### src/rtl/tsb_pkg.sv
package tsb_pkg;

  typedef enum logic [1:0] {
    RA_IDLE  = 2'd0,
    RA_ARMED = 2'd1,
    RA_COUNT = 2'd2
  } ra_state_e;

  // true when a system channel carries a DS1 timeslot
  function automatic bit ch_carries_slot(input int unsigned ch, input int unsigned group);
    return (ch % group) != 0;
  endfunction

  // timeslot index reached by a payload channel
  function automatic int unsigned ch_slot(input int unsigned ch, input int unsigned group);
    if ((ch % group) == 0) return 0;
    return ch - ch / group - 1;
  endfunction

  // limit a requested delay so the read stays inside one frame
  function automatic int unsigned clamp_dly(input int unsigned req, input int unsigned limit);
    return (req > limit) ? limit : req;
  endfunction

  // bit position where a timeslot octet begins
  function automatic bit pos_starts_slot(input int unsigned pos, input int unsigned slot_bits);
    return (pos != 0) && (((pos - 1) % slot_bits) == 0);
  endfunction

  function automatic int unsigned pos_slot(input int unsigned pos, input int unsigned slot_bits);
    return (pos == 0) ? 0 : (pos - 1) / slot_bits;
  endfunction

endpackage

### src/rtl/tsb_chan_map.sv
module tsb_chan_map #(
  parameter int NUM_CH = 32,
  parameter int NUM_TS = 24,
  parameter int CH_W   = 5,
  parameter int TS_W   = 5
) (
  input  logic            wr_en_i,
  input  logic [CH_W-1:0] wr_ch_i,
  output logic            hit_o,
  output logic [TS_W-1:0] slot_o
);
  import tsb_pkg::*;

  localparam int GROUP = NUM_CH / (NUM_CH - NUM_TS);

  logic [NUM_CH-1:0] hit_tab;
  logic [TS_W-1:0]   slot_tab [NUM_CH];

  for (genvar c = 0; c < NUM_CH; c++) begin : g_tab
    assign hit_tab[c]  = ch_carries_slot(c, GROUP);
    assign slot_tab[c] = TS_W'(ch_slot(c, GROUP));
  end

  assign hit_o  = wr_en_i && hit_tab[wr_ch_i];
  assign slot_o = slot_tab[wr_ch_i];

endmodule

### src/rtl/tsb_store.sv
module tsb_store #(
  parameter int NUM_TS = 24,
  parameter int TS_W   = 5,
  parameter int DATA_W = 8
) (
  input  logic              clk_i,
  input  logic              rst_ni,
  input  logic              we_i,
  input  logic [TS_W-1:0]   waddr_i,
  input  logic [DATA_W-1:0] wdata_i,
  input  logic [TS_W-1:0]   raddr_i,
  output logic [DATA_W-1:0] rdata_o
);

  logic [DATA_W-1:0] mem [NUM_TS];

  for (genvar s = 0; s < NUM_TS; s++) begin : g_slot
    always_ff @(posedge clk_i) begin
      if (!rst_ni) begin
        mem[s] <= '0;
      end else if (we_i && (waddr_i == TS_W'(s))) begin
        mem[s] <= wdata_i;
      end
    end
  end

  assign rdata_o = mem[raddr_i];

endmodule

### src/rtl/tsb_realign.sv
module tsb_realign #(
  parameter int FRAME_BITS = 193,
  parameter int DLY_W      = 8,
  parameter int POS_W      = 8
) (
  input  logic                 clk_i,
  input  logic                 rst_ni,
  input  logic                 cfg_we_i,
  input  logic [DLY_W-1:0]     cfg_val_i,
  input  logic                 slot0_wr_i,
  input  logic                 tick_i,
  output logic                 fire_o,
  output tsb_pkg::ra_state_e   state_o,
  output logic [POS_W-1:0]     dly_o
);
  import tsb_pkg::*;

  localparam int MAX_DLY = FRAME_BITS - 1;

  ra_state_e        state_q;
  logic [POS_W-1:0] dly_q;
  logic [POS_W-1:0] cnt_q;
  logic [POS_W-1:0] cnt_nx;
  logic [POS_W-1:0] dly_clamped;
  logic             cfg_ok;

  assign cfg_ok      = cfg_we_i && (cfg_val_i != '0);
  assign dly_clamped = POS_W'(clamp_dly(32'(cfg_val_i), MAX_DLY));
  assign cnt_nx      = cnt_q + 1'b1;
  assign fire_o      = (state_q == RA_COUNT) && tick_i && !cfg_ok && (cnt_nx == dly_q);

  always_ff @(posedge clk_i) begin
    if (!rst_ni) begin
      state_q <= RA_IDLE;
      dly_q   <= '0;
      cnt_q   <= '0;
    end else if (cfg_ok) begin
      dly_q   <= dly_clamped;
      state_q <= RA_ARMED;
      cnt_q   <= '0;
    end else begin
      unique case (state_q)
        RA_ARMED: begin
          if (slot0_wr_i) begin
            state_q <= RA_COUNT;
            cnt_q   <= '0;
          end
        end
        RA_COUNT: begin
          if (tick_i) begin
            if (fire_o) begin
              state_q <= RA_IDLE;
              cnt_q   <= '0;
            end else begin
              cnt_q <= cnt_nx;
            end
          end
        end
        default: begin
          state_q <= RA_IDLE;
        end
      endcase
    end
  end

  assign state_o = state_q;
  assign dly_o   = dly_q;

endmodule

### src/rtl/tsb_ds1_timer.sv
module tsb_ds1_timer #(
  parameter int FRAME_BITS = 193,
  parameter int SLOT_BITS  = 8,
  parameter int POS_W      = 8,
  parameter int TS_W       = 5,
  parameter int DATA_W     = 8
) (
  input  logic              clk_i,
  input  logic              rst_ni,
  input  logic              tick_i,
  input  logic              fire_i,
  output logic [TS_W-1:0]   rd_addr_o,
  input  logic [DATA_W-1:0] rd_word_i,
  output logic              rd_stb_o,
  output logic [TS_W-1:0]   rd_slot_o,
  output logic [DATA_W-1:0] rd_data_o,
  output logic              frame_o
);
  import tsb_pkg::*;

  logic [POS_W-1:0] pos_q;
  logic [POS_W-1:0] pos_nx;
  logic             slot_start;

  always_comb begin
    if (fire_i) begin
      pos_nx = POS_W'(1);
    end else if (pos_q == POS_W'(FRAME_BITS - 1)) begin
      pos_nx = '0;
    end else begin
      pos_nx = pos_q + 1'b1;
    end
  end

  assign slot_start = pos_starts_slot(32'(pos_nx), SLOT_BITS);
  assign rd_addr_o  = TS_W'(pos_slot(32'(pos_nx), SLOT_BITS));

  always_ff @(posedge clk_i) begin
    if (!rst_ni) begin
      pos_q     <= '0;
      rd_stb_o  <= 1'b0;
      rd_slot_o <= '0;
      rd_data_o <= '0;
      frame_o   <= 1'b0;
    end else if (tick_i) begin
      pos_q    <= pos_nx;
      rd_stb_o <= slot_start;
      frame_o  <= (pos_nx == '0);
      if (slot_start) begin
        rd_slot_o <= rd_addr_o;
        rd_data_o <= rd_word_i;
      end
    end else begin
      rd_stb_o <= 1'b0;
      frame_o  <= 1'b0;
    end
  end

endmodule

### src/rtl/tx_slip_buffer.sv
module tx_slip_buffer #(
  parameter int NUM_CH    = 32,
  parameter int NUM_TS    = 24,
  parameter int SLOT_BITS = 8,
  parameter int DLY_W     = 8,
  parameter int CH_W      = $clog2(NUM_CH),
  parameter int TS_W      = $clog2(NUM_TS)
) (
  input  logic                 clk_i,
  input  logic                 rst_ni,
  input  logic                 sys_wr_en_i,
  input  logic [CH_W-1:0]      sys_wr_ch_i,
  input  logic [SLOT_BITS-1:0] sys_wr_data_i,
  input  logic                 dly_we_i,
  input  logic [DLY_W-1:0]     dly_val_i,
  input  logic                 bit_tick_i,
  output logic                 tx_rd_stb_o,
  output logic [TS_W-1:0]      tx_rd_slot_o,
  output logic [SLOT_BITS-1:0] tx_rd_data_o,
  output logic                 tx_frame_o
);
  import tsb_pkg::*;

  localparam int FRAME_BITS = 1 + NUM_TS * SLOT_BITS;
  localparam int POS_W      = $clog2(FRAME_BITS);

  logic                 map_hit;
  logic [TS_W-1:0]      map_slot;
  logic                 slot0_wr;
  logic                 fire;
  ra_state_e            ra_state;
  logic [POS_W-1:0]     dly_q;
  logic [TS_W-1:0]      rd_addr;
  logic [SLOT_BITS-1:0] rd_word;

  tsb_chan_map #(
    .NUM_CH(NUM_CH), .NUM_TS(NUM_TS), .CH_W(CH_W), .TS_W(TS_W)
  ) u_map (
    .wr_en_i(sys_wr_en_i),
    .wr_ch_i(sys_wr_ch_i),
    .hit_o  (map_hit),
    .slot_o (map_slot)
  );

  assign slot0_wr = map_hit && (map_slot == '0);

  tsb_store #(
    .NUM_TS(NUM_TS), .TS_W(TS_W), .DATA_W(SLOT_BITS)
  ) u_store (
    .clk_i  (clk_i),
    .rst_ni (rst_ni),
    .we_i   (map_hit),
    .waddr_i(map_slot),
    .wdata_i(sys_wr_data_i),
    .raddr_i(rd_addr),
    .rdata_o(rd_word)
  );

  tsb_realign #(
    .FRAME_BITS(FRAME_BITS), .DLY_W(DLY_W), .POS_W(POS_W)
  ) u_realign (
    .clk_i     (clk_i),
    .rst_ni    (rst_ni),
    .cfg_we_i  (dly_we_i),
    .cfg_val_i (dly_val_i),
    .slot0_wr_i(slot0_wr),
    .tick_i    (bit_tick_i),
    .fire_o    (fire),
    .state_o   (ra_state),
    .dly_o     (dly_q)
  );

  tsb_ds1_timer #(
    .FRAME_BITS(FRAME_BITS), .SLOT_BITS(SLOT_BITS), .POS_W(POS_W),
    .TS_W(TS_W), .DATA_W(SLOT_BITS)
  ) u_timer (
    .clk_i    (clk_i),
    .rst_ni   (rst_ni),
    .tick_i   (bit_tick_i),
    .fire_i   (fire),
    .rd_addr_o(rd_addr),
    .rd_word_i(rd_word),
    .rd_stb_o (tx_rd_stb_o),
    .rd_slot_o(tx_rd_slot_o),
    .rd_data_o(tx_rd_data_o),
    .frame_o  (tx_frame_o)
  );

endmodule

### config.mk
export PLATFORM = sky130hd
export DESIGN_NAME = tx_slip_buffer
export DESIGN_NICKNAME = d
export VERILOG_FILES = /design/src/rtl/tsb_pkg.sv /design/src/rtl/tsb_chan_map.sv /design/src/rtl/tsb_store.sv /design/src/rtl/tsb_realign.sv /design/src/rtl/tsb_ds1_timer.sv /design/src/rtl/tx_slip_buffer.sv
export SDC_FILE = /design/constraint.sdc
export NUM_CORES = 1
export LEC_CHECK = 0
export BUFFER_PORTS_ARGS = -buffer_cell sky130_fd_sc_hd__buf_2
export CELL_PAD_IN_SITES_DETAIL_PLACEMENT = 1
export CELL_PAD_IN_SITES_GLOBAL_PLACEMENT = 1
export CORE_UTILIZATION = 50
export CTS_CLUSTER_DIAMETER = 30
export DETAILED_ROUTE_END_ITERATION = 8
export PLACE_DENSITY_LB_ADDON = 0.2
export SYNTH_ARGS = -nofsm -noshare
export SYNTH_HDL_FRONTEND = slang
export SYNTH_SLANG_ARGS = --single-unit
### constraint.sdc
create_clock -name clk_i -period 4.01 [get_ports clk_i]
set_clock_uncertainty 0.2 [all_clocks]
set_input_delay 0.401 -clock clk_i [delete_from_list [all_inputs] [get_ports clk_i]]
set_output_delay 0.401 -clock clk_i [all_outputs]
set_load 0.05 [all_outputs]
* Yosys cells after proc, flatten, opt, wreduce, memory -nomap -nowiden
Memory sizes are Yosys's and may differ from the RTL's. A register that Yosys moved wholly into a read port is not among the register bits. Index checks and enable logic that the tools add are counted.
Word-level totals: flip-flop bits (word level) 33, bits in writable memories 192, bits in read-only memories 192, bits of input ports 26, output and inout bits 15, memories kept 3
Cells by class: add/sub/neg operators 3, magnitude comparators 3, equal/unequal tests 33, muxes and demuxes 113, bitwise logic cells 26, reduce and logical (&&, ||, !) cells 44
Memories:
- u_store.mem | words 24, bits a word 8, rd ports 1, clocked after Yosys merged registers in 1, write ports 24, RTL line tsb_store.sv:15 | logic [DATA_W-1:0] mem [NUM_TS];
- (no name shown) | words 32, bits a word 5, rd ports 1, clocked after Yosys merged registers in 0, write ports 0, RTL line tsb_chan_map.sv:25 | assign slot_o = slot_tab[wr_ch_i];
- (no name shown) | words 32, bits a word 1, rd ports 1, clocked after Yosys merged registers in 0, write ports 0, RTL line tsb_chan_map.sv:24 | assign hit_o = wr_en_i && hit_tab[wr_ch_i];
Operator list (count):
- 8-bit 2-to-1 mux | 30
- 1-bit 2-to-1 mux | 75
- 5-bit by 4-bit == test with 1-bit output (second input constant) | 8
- 5-bit == test (second input constant) | 8
- 32-bit logical NOT | 1
- 1-bit logical AND | 30
- 1-bit bitwise OR | 24
- 5-bit by 3-bit == test with 1-bit output (second input constant) | 4
- 8-bit by 1-bit adder with 8-bit output (second input constant) | 2
- 8-bit case mux with 2 select lines | 1
- 8-bit nonzero test | 2
- 5-bit 2-to-1 mux | 3
- 5-bit by 2-bit == test with 1-bit output (second input constant) | 2
- 3-bit by 2-bit inequality test with 1-bit output (second input constant) | 3
- 3-bit AND reduction | 3
- 8-bit == test | 1
- 8-bit == test (second input constant) | 1
- 8-bit > comparator (second input constant) | 1
- 8-bit logical NOT | 1
- 8-bit by 1-bit subtractor with 8-bit output (second input constant) | 1
- 6-bit >= comparator (second input constant) | 1
- 5-bit by 6-bit less-than comparator with 1-bit output (second input constant) | 1
- 2-bit 2-to-1 mux | 3
- 2-bit inequality test (second input constant) | 3
- other kinds (11) | 13

* Logic depth before layout (Yosys ltp)
depth after elaboration 10, depth in mapped cells 13, depth with buffers taken out 11

* By module
A second synthesis with hierarchy kept.
Unflattened totals: cells, all modules 962, area, all modules 11821.3 um^2
By module, submodules not included:
- tsb_store | instances 1, cells each 622, area an instance 9017.4 um^2
- tsb_ds1_timer | instances 1, cells each 158, area an instance 1307.5 um^2
- tsb_realign | instances 1, cells each 154, area an instance 1265.0 um^2
- tsb_chan_map | instances 1, cells each 26, area an instance 211.5 um^2
- tx_slip_buffer | instances 1, cells each 2, area an instance 20.0 um^2

* Worst setup path after synthesis
No wires, ideal clock.
kind flip-flop to flip-flop, start reg u_timer.pos_q[0], end reg u_timer.rd_data_o[4], read port of u_store.mem, arrival 2911 ps, setup slack 824 ps, cell stages (with the launch flop) 14, path through dfxtp_1 buf_2 inv_1 ha_1 or3_1 buf_2 a311oi_1 a21oi_1 a211oi_2 nor2b_1 clkbuf_1 nand3_1 and4_1 a31oi_1
Between the ends: word-level cells in the longest chain between the ends 7, elaborated cells on any way between the ends 11
RTL lines:
- start: declaration | RTL line tsb_ds1_timer.sv:21 | logic [POS_W-1:0] pos_q;
- start signal: assignment | RTL line tsb_ds1_timer.sv:46 | pos_q <= pos_nx;
- 8-bit by 1-bit adder with 8-bit output / 8-bit == test (equally long branches) | RTL line tsb_ds1_timer.sv:31, tsb_ds1_timer.sv:28
- 8-bit 2-to-1 mux * | RTL line tsb_ds1_timer.sv:28 | end else if (pos_q == POS_W'(FRAME_BITS - 1)) begin
- 8-bit 2-to-1 mux * | RTL line tsb_ds1_timer.sv:26 | if (fire_i) begin
- 8-bit by 1-bit subtractor with 8-bit output | RTL line tsb_pkg.sv:27 | return (pos != 0) && (((pos - 1) % slot_bits) == 0);
- 32-bit logical NOT | RTL line tsb_pkg.sv:27
- 1-bit logical AND | RTL line tsb_pkg.sv:27
- 2-bit AND reduction (no line)
- end: declaration | RTL line tsb_ds1_timer.sv:16 | output logic [DATA_W-1:0] rd_data_o,
Mark *: on every way between the ends. The rest lies on a longest branch, timed or not. A chain may end at the register's enable or synchronous reset.

* Final worst setup path
start in dly_val_i[1], end reg u_timer.rd_data_o[2], read port of u_store.mem
Between the ends: word-level cells in the longest chain between the ends 10, elaborated cells on any way between the ends 13
RTL lines:
- start: declaration | RTL line tx_slip_buffer.sv:15 | input logic [DLY_W-1:0] dly_val_i,
- 8-bit nonzero test * | RTL line tsb_realign.sv:27 | assign cfg_ok = cfg_we_i && (cfg_val_i != '0);
- 1-bit logical AND * | RTL line tsb_realign.sv:27
- 1-bit logical NOT * | RTL line tsb_realign.sv:30 | assign fire_o = (state_q == RA_COUNT) && tick_i && !cfg_ok && (cnt_nx == dly_q);
- 1-bit logical AND * (2 in a row) | RTL line tsb_realign.sv:30
- 8-bit 2-to-1 mux * | RTL line tsb_ds1_timer.sv:26
- 8-bit by 1-bit subtractor with 8-bit output | RTL line tsb_pkg.sv:27
- 32-bit logical NOT | RTL line tsb_pkg.sv:27
- 1-bit logical AND | RTL line tsb_pkg.sv:27
- 2-bit AND reduction (no line)
Marks and branches as above.

==> metrics <==
multi-input logic area 4800 um^2; # IOs 41; worst-path cell chain dlygate4sd3_1 > buf_2 > nor4_1 > a21boi_0 > a2111oi_2 > and4_1 > buf_4 > a211oi_4 > buf_4 > nand2_1 > o21ai_0 > a32oi_1 > a31oi_1; kind of launch point of the worst setup path input port; worst-margin pin slew approximately 1.3 ns; CTS clock-pin slew for the worst setup and hold paths 0.05 ns; endpoint of the worst-slack reg-to-reg timing path u_timer.rd_data_o[3]$_SDFFE_PN0P_; buffers plus inverters on the worst setup path 4; post-layout power 7.99 mW; share of async-settable or async-resettable flops after synthesis 0; core region area 22800 um^2; portion of the clock cycle consumed by the worst path in the final layout 0.961; cell with the largest stage delay on the worst path sky130_fd_sc_hd__and4_1; Detailed Route Iter0 Violations 880; Pleak between 5 and 6 nW; aggregate global routing overflow 0; worst slew margin relative to its limit 0.0979; power density relative to cell area 557 nW/um^2; reg-to-reg critical path startpoint u_realign.cnt_q[1]$_SDFFE_PP0P_; combined global-route utilization of all metal layers 0.317; Syn Area/Cell 11.2 um^2; path class of the lowest-slack min-delay path input port to flop; largest net degree at the start of global routing 33; most frequently used flop master after synthesis sky130_fd_sc_hd__edfxtp_1; number of search-and-repair iterations in the first detailed-routing pass 5; instance count of the mapped netlist between 1000 and 1500; post-route cell area 14300 um^2; Critical Path AT 4.08 ns; Critical Path Max Stage Delay about 0.67 ns; wire per inst between 20 and 30 um; wire length of the first global-routing pass 56.8 mm; max_cap viols 0; area added between synthesis and finish 22.5%; cell depth of the worst flop-to-flop path 10; Min-Delay Path Depth 3; unrepaired setup endpoints after global routing no; worst hold path endpoint u_realign.dly_o[6]$_SDFFE_PN0P_; fill cell instance count of the final layout 2321; reg2reg setup slack 0.16 ns; startpoint-to-endpoint class of the critical path input port to flop; Final setup violation count 0; clock latency at the later pin of the worst-skew pair 0.55 ns; proportion of layout cells with a drive suffix above 1 0.173; number of H-tree levels 2; post-layout min period around 3.9 ns; largest vdd supply drop approximately 0.36 mV; worst hold path startpoint dly_val_i[6]; number of global-route vias before repair 9481; drt drc 0; die outline height 155 um; synth warn 0; number of nets in the layout 1163; CP Max Fanout 32; required time at the endpoint of the critical path 4.24 ns; Final Hold Violating Endpoints 0; antenna cell count 0; Final GP Congestion 0.912; clock tree from TritonCTS yes; run status finished clean; setup TNS 0 ns; share of synthesized area occupied by flip-flops and latches 0.563; number of vias after detailed routing 9037; total die area 24000 um^2; total of buffers placed on input and output ports 40; flip-flop and latch count after synthesis roughly 230; overall die width approximately 150 um; critical path capture point type flop; Mapped Area ~12000 um^2; area taken by flip-flops and latches 6590 um^2; initial core utilization 0.514; Final Core Density 0.629; largest delay contributor family on the critical path compound AO/OA/AOI/OAI gates; Clock Root Buffer sky130_fd_sc_hd__clkbuf_16; placed inst area 12400 um^2; commonest non-fill, non-tap cell in the layout sky130_fd_sc_hd__and2_1; highest-count cells in the layout ignoring fill and taps sky130_fd_sc_hd__and2_1 (197), sky130_fd_sc_hd__edfxtp_1 (192), sky130_fd_sc_hd__nand2_1 (74), sky130_fd_sc_hd__o21ai_0 (56), sky130_fd_sc_hd__clkbuf_16 (53); routed via count divided by cell count ~6.1; Site Rows 55; peak clock frequency supported by timing 260 MHz; Unique masters post-synth 67; number of nets with antenna violations after routing 0; number of enable flip-flop cells after synthesis between 150 and 200; routed wire length 37.4 mm; most frequent cell on the critical path sky130_fd_sc_hd__buf_4; pins over their slew limit 0; Final HPWL DP 24.0 mm; total nets after synthesis between 1000 and 1500; Max clock buf depth 3; initial antenna violation count 0; Sinks on Clock Net 233; TritonCTS Buffers 52
## registers in the layout, summed over array words and instances, names as in the netlist
name and flops:
u_timer.rd_data_o 8, u_store.mem 192, u_realign.state_o 2, u_realign.cnt_q 8
u_realign.dly_o 8, u_timer.frame_o 1, u_timer.pos_q 8, u_timer.rd_slot_o 5
u_timer.rd_stb_o 1
## repair_timing
item                       4_1_cts  5_1_grt
gates resized for setup          0        3
hold endpoints to repair         7        0
buffers inserted                 0        2
hold buffers                     7        0
setup endpoints to repair        0        8
## metal layers
layer  up-vias  part of all wire  global-route usage  wire (um)
li1       4007                 -                   -          -
met1      4553              0.40               0.403      15000
met5         -                 0                   0          0
met4         0             0.024               0.107        905
met2       403              0.50               0.544      18600
met3        74             0.078              0.0604       2930
## cell families after synthesis
family	after synthesis	share of synthesized area
and+or+nand+nor	432	0.207
adders and majority gates	7	0.00748
xor gates and xnor gates	20	0.0163
AOI/OAI and AO/OA	215	0.127
muxes	56	0.0497
buffers and inverters	78	0.0305
DFF	233	0.563
## per-stage QoR
step	worst slack, ns	hold slack (ns)	instances
final	0.158	0.0206	1487
after global routing	0.0145	0.0215	1487
after CTS	0.191	0.0141	1485
after detailed placement	0.253	0.282	1380
after global placement	0.298	0.268	1380
after floorplan	0.824	0.253	1041
## cell usage after synthesis (5+ instances only)
library cell                  n  area [um^2]
sky130_fd_sc_hd__a211oi_1     9         67.6
sky130_fd_sc_hd__a21boi_0    13         97.6
sky130_fd_sc_hd__a21oi_1     35          175
sky130_fd_sc_hd__a22oi_1      6         45.0
sky130_fd_sc_hd__a2bb2oi_1   17          149
sky130_fd_sc_hd__a31oi_1     10         62.6
sky130_fd_sc_hd__a32oi_1      9         78.8
sky130_fd_sc_hd__and2_1     197         1230
sky130_fd_sc_hd__and3_1      12         75.1
sky130_fd_sc_hd__and4_1       5         43.8
sky130_fd_sc_hd__buf_2       13         65.1
sky130_fd_sc_hd__clkbuf_1    37          139
sky130_fd_sc_hd__dfxtp_1     41          821
sky130_fd_sc_hd__edfxtp_1   192         5770
sky130_fd_sc_hd__ha_1         7         87.6
sky130_fd_sc_hd__inv_1       17         63.8
sky130_fd_sc_hd__mux2_2       7         78.8
sky130_fd_sc_hd__mux2i_1     48          480
sky130_fd_sc_hd__nand2_1     74          278
sky130_fd_sc_hd__nand2b_1     6         37.5
sky130_fd_sc_hd__nand3_1     31          155
sky130_fd_sc_hd__nand4_1      6         37.5
sky130_fd_sc_hd__nor2_1      44          165
sky130_fd_sc_hd__nor2b_1     14         87.6
sky130_fd_sc_hd__nor3_1      12         60.1
sky130_fd_sc_hd__o211ai_1    18          135
sky130_fd_sc_hd__o21ai_0     56          280
sky130_fd_sc_hd__o221ai_1     8         70.1
sky130_fd_sc_hd__o22ai_1     11         68.8
sky130_fd_sc_hd__or2_2        6         37.5
sky130_fd_sc_hd__or3_1        5         31.3
sky130_fd_sc_hd__xnor2_1      9         78.8
sky130_fd_sc_hd__xor2_1       9         78.8
## cell type report
class                           count  share of cell area
Sequential cell                   233               0.459
Inverter                           17             0.00445
Tap cell                          313              0.0273
Clock inverter                     39              0.0353
Multi-Input combinational cell    730               0.335
Clock buffer                       59              0.0941
Timing Repair Buffer               96              0.0445
## power by group
part / switching [mW] / leakage [nW] / internal (mW) / total [mW]
logic: 0.466 / 2.36 / 0.213 / 0.679
clock network: 1.43 / 0.883 / 3.06 / 4.49
registers: 0.0664 / 2.16 / 2.76 / 2.83
## worst max path at each step
| stage | endpoint | start | slack (ns) | cells after the start |
|---|---|---|---|---|
| floorplan | u_timer.rd_data_o[4]$_SDFFE_PN0P_ | u_timer.pos_q[0]$_SDFFE_PN0P_ | 0.82 | 13 |
| finish | u_timer.rd_data_o[2]$_SDFFE_PN0P_ | dly_val_i[1] | 0.16 | 13 |
| detailed placement | u_timer.rd_data_o[4]$_SDFFE_PN0P_ | dly_val_i[1] | 0.25 | 12 |
| CTS | u_timer.rd_data_o[5]$_SDFFE_PN0P_ | u_realign.cnt_q[1]$_SDFFE_PP0P_ | 0.19 | 10 |
| global route | u_timer.rd_data_o[3]$_SDFFE_PN0P_ | u_realign.cnt_q[1]$_SDFFE_PP0P_ | 0.01 | 10 |
| global placement | u_timer.rd_data_o[4]$_SDFFE_PN0P_ | dly_val_i[1] | 0.30 | 12 |
## worst min-delay path, delay by kind of cell
kind / cells / cell delay, ns
simple gates: 1 / 0.13
buf+inv: 1 / 0.10
compound gates: 1 / 0.09
(Power assumes the default switching activity.)
